--- src/rtl/adc_seq_pkg.sv ---
// Package: shared state type and window arithmetic for the ADC sequencer.
// Assumes the exponent is an unsigned code no wider than 31 bits.
package adc_seq_pkg;

    typedef enum logic [1:0] {
        ST_IDLE   = 2'd0,
        ST_WINDOW = 2'd1,
        ST_TRACK  = 2'd2,
        ST_CONV   = 2'd3
    } seq_state_t;

    // Counter preload for a synchronous window: 2^(max(e,min_e)+1) - 1.
    function automatic logic [31:0] window_preload(input int unsigned e,
                                                   input int unsigned min_e);
        int unsigned eff;
        eff = (e < min_e) ? min_e : e;
        return (32'd1 << (eff + 1)) - 32'd1;
    endfunction

endpackage

--- src/rtl/adc_trig_sync.sv ---
// Module: two-flop synchronizer followed by a rising-edge detector.
// Assumes trig_in may change at any time relative to clk. The edge output
// is a single-cycle pulse, two cycles after the first capture flop sees 1.
module adc_trig_sync #(
    parameter int STAGES = 2
) (
    input  logic clk,
    input  logic rst_n,
    input  logic trig_in,
    output logic trig_edge
);
    logic [STAGES-1:0] sync_q;
    logic              prev_q;

    // Shift the raw trigger through the synchronizer chain.
    always_ff @(posedge clk) begin
        if (!rst_n) sync_q <= '0;
        else        sync_q <= {sync_q[STAGES-2:0], trig_in};
    end

    // Remember the previous synchronized level for edge detection.
    always_ff @(posedge clk) begin
        if (!rst_n) prev_q <= 1'b0;
        else        prev_q <= sync_q[STAGES-1];
    end

    assign trig_edge = sync_q[STAGES-1] & ~prev_q;


    edge_single_chk: assert property (@(posedge clk) disable iff (!rst_n)
        trig_edge |=> !trig_edge);

endmodule

--- src/rtl/adc_seq_counter.sv ---
// Module: loadable down counter that stops at zero.
// Assumes the load has priority over counting; zero flags the final count.
module adc_seq_counter #(
    parameter int WIDTH = 16
) (
    input  logic             clk,
    input  logic             rst_n,
    input  logic             load,
    input  logic [WIDTH-1:0] load_val,
    output logic             at_zero
);
    logic [WIDTH-1:0] cnt_q;

    // Preload on request, otherwise count down to zero and hold.
    always_ff @(posedge clk) begin
        if (!rst_n)              cnt_q <= '0;
        else if (load)           cnt_q <= load_val;
        else if (cnt_q != '0)    cnt_q <= cnt_q - 1'b1;
    end

    assign at_zero = (cnt_q == '0);

endmodule

--- src/rtl/adc_seq_fsm.sv ---
// Module: sequencer state machine. It chooses between the synchronous
// window and the asynchronous tracking discipline and drives the outputs.
// Assumes the counters report zero in the last cycle of each period, and
// that the mode and exponent change only while run is low.
module adc_seq_fsm
    import adc_seq_pkg::*;
#(
    parameter int EXP_W       = 4,
    parameter int MIN_EXP     = 3,
    parameter int WIN_W       = 16,
    parameter int CONV_CYCLES = 16,
    parameter int CONV_W      = 5
) (
    input  logic             clk,
    input  logic             rst_n,
    input  logic             run,
    input  logic             async_mode,
    input  logic [EXP_W-1:0] smpl_exp,
    input  logic             ref_keep,
    input  logic             trig_edge,
    input  logic             win_zero,
    input  logic             conv_zero,
    output logic             win_load,
    output logic [WIN_W-1:0] win_val,
    output logic             conv_load,
    output logic [CONV_W-1:0] conv_val,
    output logic             sample_on,
    output logic             conv_start,
    output logic             ref_pwr_req,
    output logic             conv_done
);
    seq_state_t state_q, state_d;
    logic       first_q;
    logic [31:0] preload;

    // Window preload for the current exponent, clamped to the minimum.
    always_comb begin
        preload = window_preload(int'(smpl_exp), MIN_EXP);
        win_val = preload[WIN_W-1:0];
    end

    localparam logic [31:0] CONV_PRE = CONV_CYCLES - 1;
    assign conv_val = CONV_PRE[CONV_W-1:0];

    // Next-state and counter-load decisions.
    always_comb begin
        state_d   = state_q;
        win_load  = 1'b0;
        conv_load = 1'b0;
        if (!run) begin
            state_d = ST_IDLE;
        end else begin
            unique case (state_q)
                ST_IDLE: begin
                    if (async_mode) begin
                        state_d = ST_TRACK;
                    end else if (trig_edge) begin
                        state_d  = ST_WINDOW;
                        win_load = 1'b1;
                    end
                end
                ST_WINDOW: begin
                    if (win_zero) begin
                        state_d   = ST_CONV;
                        conv_load = 1'b1;
                    end
                end
                ST_TRACK: begin
                    if (trig_edge) begin
                        state_d   = ST_CONV;
                        conv_load = 1'b1;
                    end
                end
                ST_CONV: begin
                    if (conv_zero) state_d = async_mode ? ST_TRACK : ST_IDLE;
                end
                default: state_d = ST_IDLE;
            endcase
        end
    end

    // State register.
    always_ff @(posedge clk) begin
        if (!rst_n) state_q <= ST_IDLE;
        else        state_q <= state_d;
    end

    // Marks the first cycle of a conversion for the start strobe.
    always_ff @(posedge clk) begin
        if (!rst_n) first_q <= 1'b0;
        else        first_q <= conv_load;
    end

    assign sample_on   = (state_q == ST_WINDOW) || (state_q == ST_TRACK);
    assign conv_start  = (state_q == ST_CONV) && first_q;
    assign conv_done   = (state_q == ST_CONV) && conv_zero;
    assign ref_pwr_req = run && (async_mode || ref_keep || (state_q != ST_IDLE));


    start_no_sample_chk: assert property (@(posedge clk) disable iff (!rst_n)
        conv_start |-> !sample_on);


    start_single_chk: assert property (@(posedge clk) disable iff (!rst_n)
        conv_start |=> !conv_start);


    done_single_chk: assert property (@(posedge clk) disable iff (!rst_n)
        conv_done |=> !conv_done);


    async_resume_chk: assert property (@(posedge clk) disable iff (!rst_n)
        (conv_done && run && async_mode) ##1 run |-> sample_on);


    halt_idle_chk: assert property (@(posedge clk) disable iff (!rst_n)
        !run |=> (!sample_on && !conv_start && !conv_done));


    busy_ref_chk: assert property (@(posedge clk) disable iff (!rst_n)
        (run && (sample_on || conv_start || conv_done)) |-> ref_pwr_req);

endmodule

--- src/rtl/adc_seq_ctrl.sv ---
// Module: top of the ADC sample and convert sequencer. It connects the
// trigger synchronizer, the window and conversion counters and the FSM.
// Assumes configuration is stable while enable and soft_rst_n are high.
module adc_seq_ctrl #(
    parameter int EXP_W       = 4,
    parameter int MIN_EXP     = 3,
    parameter int SYNC_STAGES = 2,
    parameter int CONV_CYCLES = 16
) (
    input  logic             clk,
    input  logic             rst_n,
    input  logic             enable,
    input  logic             soft_rst_n,
    input  logic             async_mode,
    input  logic [EXP_W-1:0] smpl_exp,
    input  logic             ref_keep,
    input  logic             trig_in,
    output logic             sample_on,
    output logic             conv_start,
    output logic             ref_pwr_req,
    output logic             conv_done
);
    localparam int MAX_EXP = (1 << EXP_W) - 1;
    localparam int WIN_W   = MAX_EXP + 1;
    localparam int CONV_W  = $clog2(CONV_CYCLES + 1);

    logic              run;
    logic              trig_edge;
    logic              win_load, conv_load, win_zero, conv_zero;
    logic [WIN_W-1:0]  win_val;
    logic [CONV_W-1:0] conv_val;

    assign run = enable && soft_rst_n;

    adc_trig_sync #(.STAGES(SYNC_STAGES)) u_sync (
        .clk(clk), .rst_n(rst_n), .trig_in(trig_in), .trig_edge(trig_edge)
    );

    adc_seq_counter #(.WIDTH(WIN_W)) u_win_cnt (
        .clk(clk), .rst_n(rst_n), .load(win_load), .load_val(win_val),
        .at_zero(win_zero)
    );

    adc_seq_counter #(.WIDTH(CONV_W)) u_conv_cnt (
        .clk(clk), .rst_n(rst_n), .load(conv_load), .load_val(conv_val),
        .at_zero(conv_zero)
    );

    adc_seq_fsm #(
        .EXP_W(EXP_W), .MIN_EXP(MIN_EXP), .WIN_W(WIN_W),
        .CONV_CYCLES(CONV_CYCLES), .CONV_W(CONV_W)
    ) u_fsm (
        .clk(clk), .rst_n(rst_n), .run(run), .async_mode(async_mode),
        .smpl_exp(smpl_exp), .ref_keep(ref_keep), .trig_edge(trig_edge),
        .win_zero(win_zero), .conv_zero(conv_zero),
        .win_load(win_load), .win_val(win_val),
        .conv_load(conv_load), .conv_val(conv_val),
        .sample_on(sample_on), .conv_start(conv_start),
        .ref_pwr_req(ref_pwr_req), .conv_done(conv_done)
    );

endmodule

--- config.mk ---
export PLATFORM = sky130hd
export DESIGN_NAME = adc_seq_ctrl
export DESIGN_NICKNAME = d
export VERILOG_FILES = /design/src/rtl/adc_seq_pkg.sv /design/src/rtl/adc_trig_sync.sv /design/src/rtl/adc_seq_counter.sv /design/src/rtl/adc_seq_fsm.sv /design/src/rtl/adc_seq_ctrl.sv
export SDC_FILE = /design/constraint.sdc
export NUM_CORES = 1
export LEC_CHECK = 0
export CORE_ASPECT_RATIO = 1.2
export CORE_UTILIZATION = 30
export DETAILED_ROUTE_END_ITERATION = 16
export GPL_TIMING_DRIVEN = 1
export REMOVE_ABC_BUFFERS = 1
export SYNTH_ARGS = -nofsm -noshare
export SYNTH_HDL_FRONTEND = slang
export SYNTH_SLANG_ARGS = --single-unit
--- constraint.sdc ---
create_clock -name clk -period 3.9 [get_ports clk]
set_clock_uncertainty 0.05 [all_clocks]
set_input_delay 0.975 -clock clk [delete_from_list [all_inputs] [get_ports clk]]
set_output_delay 0.975 -clock clk [all_outputs]
set_load 0.05 [all_outputs]
# Word-level counts from Yosys, hierarchy flattened

Cells that the tools add are included.
Widths: inputs -> output; s select.

Input port bits: 11
Logic and storage cells: 60
Register bits: 27

Equal/unequal tests: 7
Mux-type cells: 19
Magnitude comparators: 1
Shift-type cells: 1
Add/sub/neg operators: 4
Bitwise logic cells: 3
Reduce and logical (&&, ||, !) cells: 18

Operators with widths:

| kind                  | number |
|---|---|
| $add 32x1->32 const B | 1 |
| $mux 16               | 2 |
| $shl 1x32->16 const A | 1 |
| $sub 16x1->16 const B | 2 |
| $logic_not 16->1      | 1 |
| $reduce_bool 16->1    | 1 |
| $mux 2                | 6 |
| $mux 4                | 3 |
| $pmux 2 s4            | 1 |
| $mux 1                | 6 |
| $reduce_bool 2->1     | 3 |
| $logic_not 5->1       | 1 |
| $reduce_bool 5->1     | 1 |
| $sub 5x1->5 const B   | 1 |
| $eq 2x2->1 const B    | 2 |
| $logic_and 1x1->1     | 4 |
| $lt 4x2->1 const B    | 1 |
| $ne 2x1->1 const B    | 2 |
| $reduce_and 4->1      | 1 |
| $logic_or 1x1->1      | 3 |
| $ne 3x3->1 const B    | 1 |
| $eq 2x1->1 const B    | 1 |
| $logic_not 2->1       | 1 |
| $ne 2x2->1 const B    | 1 |
| other kinds (5)       | 6 |

# Logic depth before layout (Yosys ltp)

Gate-level depths: netlist (run 1).

Depth in word-level cells: 7
Gate-level depth with buffers: 13

# Cells and area by module

Synthesis (run 1) repeated with hierarchy kept, for this count alone.

Cell total of the unflattened synthesis: 227
Area total of the unflattened synthesis: 1,844.3 um^2

By module, submodules not included:

| module                        | times used | cells each | area an instance (um^2) | seq. area each (um^2) |
|---|---|---|---|---|
| adc_seq_counter at u_win_cnt  | 1          | 116        | 939.7                   | 320.3 |
| adc_seq_fsm                   | 1          | 69         | 505.5                   | 60.1 |
| adc_seq_counter at u_conv_cnt | 1          | 34         | 300.3                   | 100.1 |
| adc_trig_sync                 | 1          | 7          | 92.6                    | 60.1 |
| adc_seq_ctrl                  | 1          | 1          | 6.3                     | 0.0 |

# Least setup slack after synthesis (run 1)

OpenSTA, ideal clock, no wires.

Path kind: in2reg
From: input port async_mode
To: register u_win_cnt.cnt_q[8]
Slack: 864 ps
Stages on the path: 11
Arrival time: 2,871 ps
Path through: nor4bb_1 > nand2_1 > clkbuf_1 > buf_1 > nand2_1 > ha_1 > clkbuf_1 > nand3_1 > xnor2_1 > and3_1 > o21a_1

Cells in the longest elaborated chain, start to end: 4
Elaborated cells between the ends (all ways): 5
Those cells by class: 4 x mux; 1 x reduce/logical

RTL lines:

| element                                      | RTL line              | source |
|---|---|---|
| start, declared                              | adc_seq_ctrl.sv:14    | `input logic async_mode,` |
| $mux 1 (*)                                   | adc_seq_fsm.sv:55     | `if (async_mode) begin` |
| $mux 1 (*)                                   | adc_seq_fsm.sv:53     | `unique case (state_q)` |
| $mux 1 (*)                                   | adc_seq_fsm.sv:50     | `if (!run) begin` |
| $mux 16 or $reduce_bool 2->1 (tied branches) | n/a                   |  |
| end signal, assigned                         | adc_seq_counter.sv:17 | `else if (load) cnt_q <= load_val;` |
| end signal, assigned                         | adc_seq_counter.sv:18 | `else if (cnt_q != '0) cnt_q <= cnt_q - 1'b1;` |
| end, declared                                | adc_seq_counter.sv:12 | `logic [WIDTH-1:0] cnt_q;` |

Every way passes the cells marked *; elsewhere a longest branch is shown, timed or not.
A chain may end at the register's enable or synchronous reset.

# Final worst setup path (run 1)

From: register u_conv_cnt.cnt_q[0]
To: output port conv_done

Cells in the longest elaborated chain, start to end: 2

RTL lines:

| element                | RTL line              | source |
|---|---|---|
| start, declared        | adc_seq_counter.sv:12 |  |
| start signal, assigned | adc_seq_counter.sv:17 |  |
| start signal, assigned | adc_seq_counter.sv:18 |  |
| $logic_not 5->1        | adc_seq_counter.sv:21 | `assign at_zero = (cnt_q == '0);` |
| $logic_and 1x1->1      | adc_seq_fsm.sv:96     | `assign conv_done = (state_q == ST_CONV) && conv_zero;` |
| end, declared          | adc_seq_ctrl.sv:21    | `output logic conv_done` |

Every way passes these cells.

==> metrics.md, run 1 <==
| Metric | Value |
|---|---|
| Filler instances | 562 |
| GR Util All Layers | 14.5% |
| Buffer depth of the longest clock path | 2 |
| Synth area leaders | dfxtp_1, ha_1, nor2_1 |
| Core region area | 5040 µm² |
| Drt drc | 0 |
| P_leak | 0.709 nW |
| Synth warn | 0 |
| Wire per inst | 14.1 µm |
| Skew-Pair Late Insertion Delay | 0.27 ns |
| Syn-to-layout area delta | 15.5% |
| Commonest cells post-synth | dfxtp_1, nor2_1, nand2_1, a21oi_1, nor3_1 |
| Router iterations before antenna repair | 4 |
| Kind of end point of the critical path | primary output |
| Setup CP Type | reg -> out |
| Die Span X | 69.0 µm |
| Hold Crit Class | reg -> reg |
| # resized after CTS | 0 |
| Post-route ant nets | 0 |
| Mapped Area | 1620 µm² |
| Most frequent cell after synthesis | dfxtp_1 |
| Crit share post-route | 85.5% |
| CP Max Fanout | 4 |
| Crit-path cells | inv_1 -> ha_1 -> nand2b_1 -> nor3_1 -> and2_1 -> clkdlybuf4s50_1 |
| Synth cell types | 53 |
| Final setup violation count | 0 |
| RSZ-0062 raised after global routing | false |
| First-pass GRT wire length | 6.68 mm |
| Htree depth | 1 |
| Syn Area/Cell | 8.38 µm² |
| Outcome | completed |
| Die Height | 82.4 µm |
| CTS tree | yes |
| TNS Setup | 0 ns |
| Fin. max-slew vios | 0 |
| Worst-path clk slew | 0.09 ns |
| Via count | 1436 |
| Crit path largest cell delay | 0.79 ns |
| Post-synthesis cell count | 193 |
| Synth Register Bits | 27 |
| Via density | 5.38 |
| Yosys top cell area share | 33.4% |
| Fmax | 300 MHz |
| Initial cell density of the core | 32.0% |
| Top_reg_cell synth | dfxtp_1 |
| # nets final | 225 |
| Final min period | 3.33 ns |
| Worst Setup Start Kind | flop |
| Seq/Total Area, Yosys | 33.4% |
| Final hold vios | 0 |
| Final worst slack | 0.567 ns |
| Port buffer count | 14 |
| P per Cell Area | 633 nW/µm² |
| HPWL Detailed | 2.78 mm |
| Max-cap violations | 0 |
| Largest net degree at the start of global routing | 17 |
| Max IR drop VDD | 0.000191 V |
| Synth area leader | dfxtp_1 |
| Die area | 5690 µm² |
| Row cnt | 28 |
| Num ports | 15 |
| Pre-CTS WS | 0.486 ns |
| Starting DRT DRC Count | 80 |
| Grt ovf | 0 |
| Required time of the critical path | 2.87 ns |
| Hold_buf cts | 0 |
| Clk sinks | 27 |
| Vias in the first global route | 1388 |
| Fraction of layout cells with a size suffix above 1 | 9.18% |
| Worst rel slew slack | 59.3% |
| Measured slew at the worst slew-check pin | 0.609 ns |
| RePlAce Congestion | 0.813 |
| Worst Path Arrival | 2.31 ns |
| Asr flop ratio synth | 0% |
| Initial antenna violation count | 0 |
| CP max stage cell | clkdlybuf4s50_1 |
| WL final | 3.75 mm |
| Post-synth EDFFs | 0 |
| Number of buffers created by CTS | 3 |
| Ant. Diodes | 0 |
| Root buffer cell | clkbuf_8 |
| Post-CTS setup buffer count | 0 |
## worst paths after layout
check	start	endpoint	slack, ns	cells after the start
setup / recovery	u_conv_cnt.cnt_q[0]	conv_done	0.57	6
hold / removal	u_sync.sync_q[0]	u_sync.sync_q[1]	0.40	1
setup reg to reg	u_fsm.state_q[0]	u_win_cnt.cnt_q[4]	1.35	10
hold reg to reg	u_sync.sync_q[0]	u_sync.sync_q[1]	0.40	1
## worst max-delay path: cells and delay by family (launching register included)
family	cells	cell delay, ns
buffers and inverters	2	0.85
adder cells (fa/ha/maj)	1	0.15
AND/OR/NAND/NOR	3	0.69
flip-flops	1	0.34
## registers in the layout, summed over array words and instances, names as in the netlist
register and flops:
u_conv_cnt.cnt_q 5, u_fsm.state_q 2, u_sync.prev_q 1, u_sync.sync_q 2, u_win_cnt.cnt_q 16, u_fsm.first_q 1
## where the power goes
part	internal (W)	switching, W	total [W]
combinational	0.000282	0.000318	0.000600
sequential	0.000348	0.0000751	0.000423
clock	0.0000725	0.0000874	0.000160
total	0.000702	0.000480	0.00118
## area by class of cell
class                           count  area [µm²]  area share, %
Multi-Input combinational cell    151        1010           54.2
Sequential cell                    27         541           29.0
Timing Repair Buffer               17         160           8.58
Tap cell                           60        75.1           4.02
Clock buffer                        3        41.3           2.21
Inverter                            8        30.0           1.61
Clock inverter                      1        7.51          0.402
## placed cells by master (no fill, tap or decap), drive strengths merged, types with 5 or more instances in the layout
cell type / count
dfxtp: 27
nor2: 18
clkdlybuf4s50: 13
nand2: 12
nor3: 12
a21oi: 11
and2: 9
inv: 8
o21a: 8
xnor2: 6
ha: 6
a211oi: 5
o21ai: 5
or3: 5
## kinds of logic (layout without fill, tap and decap cells)
kind of cell / count (synthesis) / in the layout / synth area share, %
multiplexers: 1 / 1 / 0.619
adder cells (fa/ha/maj): 6 / 6 / 4.64
flip-flops: 27 / 27 / 33.4
AO/OA/AOI/OAI: 45 / 45 / 19.6
XOR/XNOR: 10 / 10 / 5.42
buffers and inverters: 15 / 29 / 3.95
AND/OR/NAND/NOR: 89 / 89 / 32.4
## routing by layer
metal,global-route usage (%),up-vias,routed length [µm]
li1,-,729,-
met1,18.6,673,1830
met2,24.5,32,1790
met3,2.67,2,122
met4,5.51,0,13
met5,0,-,0
## metrics by stage
step                hold WS (ns)  area (µm²)  std cells  power (W)  util (%)
floorplan                  0.362        1580        186   0.000884         -
global placement           0.375        1820        263    0.00102      36.0
CTS                        0.410        1870        267    0.00119      37.0
finish                     0.399        1870        267    0.00118      37.0
detailed placement         0.383        1820        263    0.00102      36.0
global route               0.445        1870        267    0.00130      37.0
Note: power is estimated with default switching activity, not from simulation.
==> run 2: changes to the inputs <==
--- a/config.mk
+++ b/config.mk
@@ -5,7 +5,6 @@
 export SDC_FILE = /design/constraint.sdc
 export NUM_CORES = 1
 export LEC_CHECK = 0
-export CORE_ASPECT_RATIO = 1.2
 export CORE_UTILIZATION = 30
 export DETAILED_ROUTE_END_ITERATION = 16
 export GPL_TIMING_DRIVEN = 1
==> run 2 against run 1 <==
  * Fmax is 0.67% higher
  * Critical path depth unchanged
  * Sequential power barely moved
  * Combinational power fell by 2%
  * Flip-flop and latch count unchanged
  * Non-clock buffer count is the same
  * Total power shrank 0.36%
  * Critical path type unchanged
  * Critical endpoint unchanged
  * Largest cell class unchanged
==> metrics.md, run 2 (synthesis gave the netlist of run 1 again) <==
| Metric | Value |
|---|---|
| Outcome | completed |
| Number of buffers created by CTS | 3 (unchanged) |
| CP max stage cell | clkdlybuf4s50_1 |
| Row cnt | 26 (-7.1%) |
| CTS tree | yes |
| Measured slew at the worst slew-check pin | 0.566 ns (-0.0431 ns) |
| Num ports | 15 (unchanged) |
| Final setup violation count | 0 (unchanged) |
| Skew-Pair Late Insertion Delay | 0.28 ns (about the same) |
| P_leak | 0.709 nW (unchanged) |
| Via density | 5.16 (-4.1%) |
| Fmax | 302 MHz (+0.67%) |
| Router iterations before antenna repair | 4 (unchanged) |
| Wire per inst | 12.9 µm (-8.2%) |
| Design area | 1880 µm² (+0.67%) |
| Initial antenna violation count | 0 (unchanged) |
| Worst Setup Start Kind | flop |
| Hold EP | u_sync.sync_q[1] |
| Proportion of power drawn by combinational gates | 50.1% (-0.6 points) |
| Post-route ant nets | 0 (unchanged) |
| Die area | 5690 µm² (about the same) |
| # nets final | 225 (unchanged) |
| Crit-path cells | inv_1 -> ha_1 -> nand2b_1 -> nor3_1 -> and2_1 -> clkdlybuf4s50_1 |
| Hold_buf cts | 0 (unchanged) |
| Fraction of layout cells with a size suffix above 1 | 9.18% (unchanged) |
| Net Sw Frac | 40.5% (-0.13 points) |
| Commonest cells after routing, fill and taps aside | dfxtp_1, nor2_1, clkdlybuf4s50_1, nand2_1, a21oi_1 |
| Reg2reg end | u_win_cnt.cnt_q[4] |
| Worst-path clk slew | 0.10 ns (about the same) |
| Reg2reg start | u_fsm.state_q[0] |
| Largest net degree at the start of global routing | 17 (unchanged) |
| TNS Setup | 0 ns (unchanged) |
| Die Span X | 75.4 µm (+9.3%) |
| Root buffer cell | clkbuf_8 |
| RePlAce Congestion | 0.770 (-5.3%) |
| Ant. Diodes | 0 (unchanged) |
| Placed Instances | 273 (+3.8%) |
| Post-CTS setup buffer count | 0 (unchanged) |
| Core region area | 5140 µm² (+1.9%) |
| Sw Pwr | 0.000477 W (-0.69%) |
| Grt ovf | 0 (unchanged) |
| Crit path largest cell delay | 0.79 ns (about the same) |
| RSZ-0062 raised after global routing | false |
| Worst rel slew slack | 62.1% (+2.9 points) |
| Max reg flops | 16 (unchanged) |
| Kind of end point of the critical path | primary output |
| Placed Area | 1830 µm² (+0.69%) |
| Final min period | 3.31 ns (-0.0223 ns) |
| Final hold vios | 0 (unchanged) |
| Worst Path Arrival | 2.29 ns (-0.02 ns) |
| Regs by FF count | u_win_cnt.cnt_q (16), u_conv_cnt.cnt_q (5) |
| P per Cell Area | 627 nW/µm² (-1.0%) |
| Hold Crit Class | reg -> reg |
| CP Max Fanout | 4 (unchanged) |
| # resized after CTS | 0 (unchanged) |
| Setup CP Type | reg -> out |
| Layout Cells excl Fill | 277 (+3.7%) |
| Max-cap violations | 0 (unchanged) |
| Htree depth | 1 (unchanged) |
| Starting DRT DRC Count | 65 (-19%) |
| Core Util, Final | 36.6% (-0.44 points) |
| Fin. max-slew vios | 0 (unchanged) |
| Buffer depth of the longest clock path | 2 (unchanged) |
| Drt drc | 0 (unchanged) |
| Clk pwr share | 14.3% (+0.8 points) |
| Crit share post-route | 84.9% (-0.57 points) |
| Hold Path Depth | 1 (unchanged) |
| Cell internal pwr | 0.000701 W (-0.13%) |
| Flop pwr share | 35.6% (-0.2 points) |
| Worst reg-to-reg path cell count | 10 (unchanged) |
| Required time of the critical path | 2.87 ns (about the same) |
| Most common cell after layout, fill and taps aside | dfxtp_1 |
| Vias in the first global route | 1224 (-12%) |
| Clk sinks | 27 (unchanged) |
| Port buffer count | 14 (unchanged) |
| Initial cell density of the core | 31.5% (-0.59 points) |
| Biggest register | u_win_cnt.cnt_q |
| First-pass GRT wire length | 5.91 mm (-11%) |
| GR Util All Layers | 13.8% (-0.70 points) |
| HPWL Detailed | 2.72 mm (-2.4%) |
| Hold Crit Start | u_sync.sync_q[0] |
| R2r setup slk | 1.42 ns (+0.07 ns) |
| Via count | 1428 (-0.56%) |
| WL final | 3.58 mm (-4.7%) |
| Die Height | 75.4 µm (-8.5%) |
| Max IR drop VDD | 0.000185 V (-3.0%) |
| Syn-to-layout area delta | 16.3% |
-- run 2: cell counts in the layout (fill, tap and decap cells not counted) --
No cell type changed its count.
-- run 2: final cells by class --
| type | count | area, µm² |
|---|---|---|
| Tap cell | 70 | 87.6 |
| Inverter | 8 | 30.0 |
| Sequential cell | 27 | 541 |
| Multi-Input combinational cell | 151 | 1010 |
| Timing Repair Buffer | 17 | 160 |
| Clock inverter | 1 | 7.51 |
| Clock buffer | 3 | 41.3 |
| Fill cell | 562 | 3260 |
-- run 2: metal layers --
layer  part of all wire (%)  vias up  wire length [µm]  GRT usage, %
met5                      0        -                 0             0
met4                    1.7        0                61          4.94
met3                    2.4        4                86          1.59
met2                     44       16              1590          20.4
met1                     52      674              1840          20.6
li1                       -      734                 -             -
-- run 2: worst max-delay path by stage --
stage	startpoint	to
2_1_floorplan	async_mode	u_win_cnt.cnt_q[4]
3_3_place_gp	async_mode	u_win_cnt.cnt_q[4]
3_5_place_dp	async_mode	u_win_cnt.cnt_q[4]
4_1_cts	u_conv_cnt.cnt_q[0]	conv_done
5_1_grt	u_conv_cnt.cnt_q[0]	conv_done
6_report	u_conv_cnt.cnt_q[0]	conv_done
-- run 2: metrics by stage --
| stage | setup slack [ns] | hold slack [ns] | total power [W] |
|---|---|---|---|
| final | 0.589 | 0.409 | 0.00118 |
| after global routing | 0.353 | 0.433 | 0.00128 |
| after CTS | 0.545 | 0.409 | 0.00119 |
| after detailed placement | 0.506 | 0.390 | 0.00102 |
| after global placement | 0.559 | 0.377 | 0.00102 |
| after floorplan | 0.749 | 0.362 | 0.000884 |
-- run 2: power groups by stage --
stage	sequential [W]	combinational (W)	clock (W)
global placement	0.000425	0.000590	0
floorplan	0.000406	0.000479	0
detailed placement	0.000426	0.000592	0
global route	0.000432	0.000671	0.000181
CTS	0.000420	0.000595	0.000172
finish	0.000420	0.000590	0.000168
-- run 2: critical path, delay by kind of cell, from the launching register on --
family | cells | cell delay [ns]
adders and majority gates | 1 | 0.15
buffers and inverters | 2 | 0.85
DFF | 1 | 0.34
and+or+nand+nor | 3 | 0.67
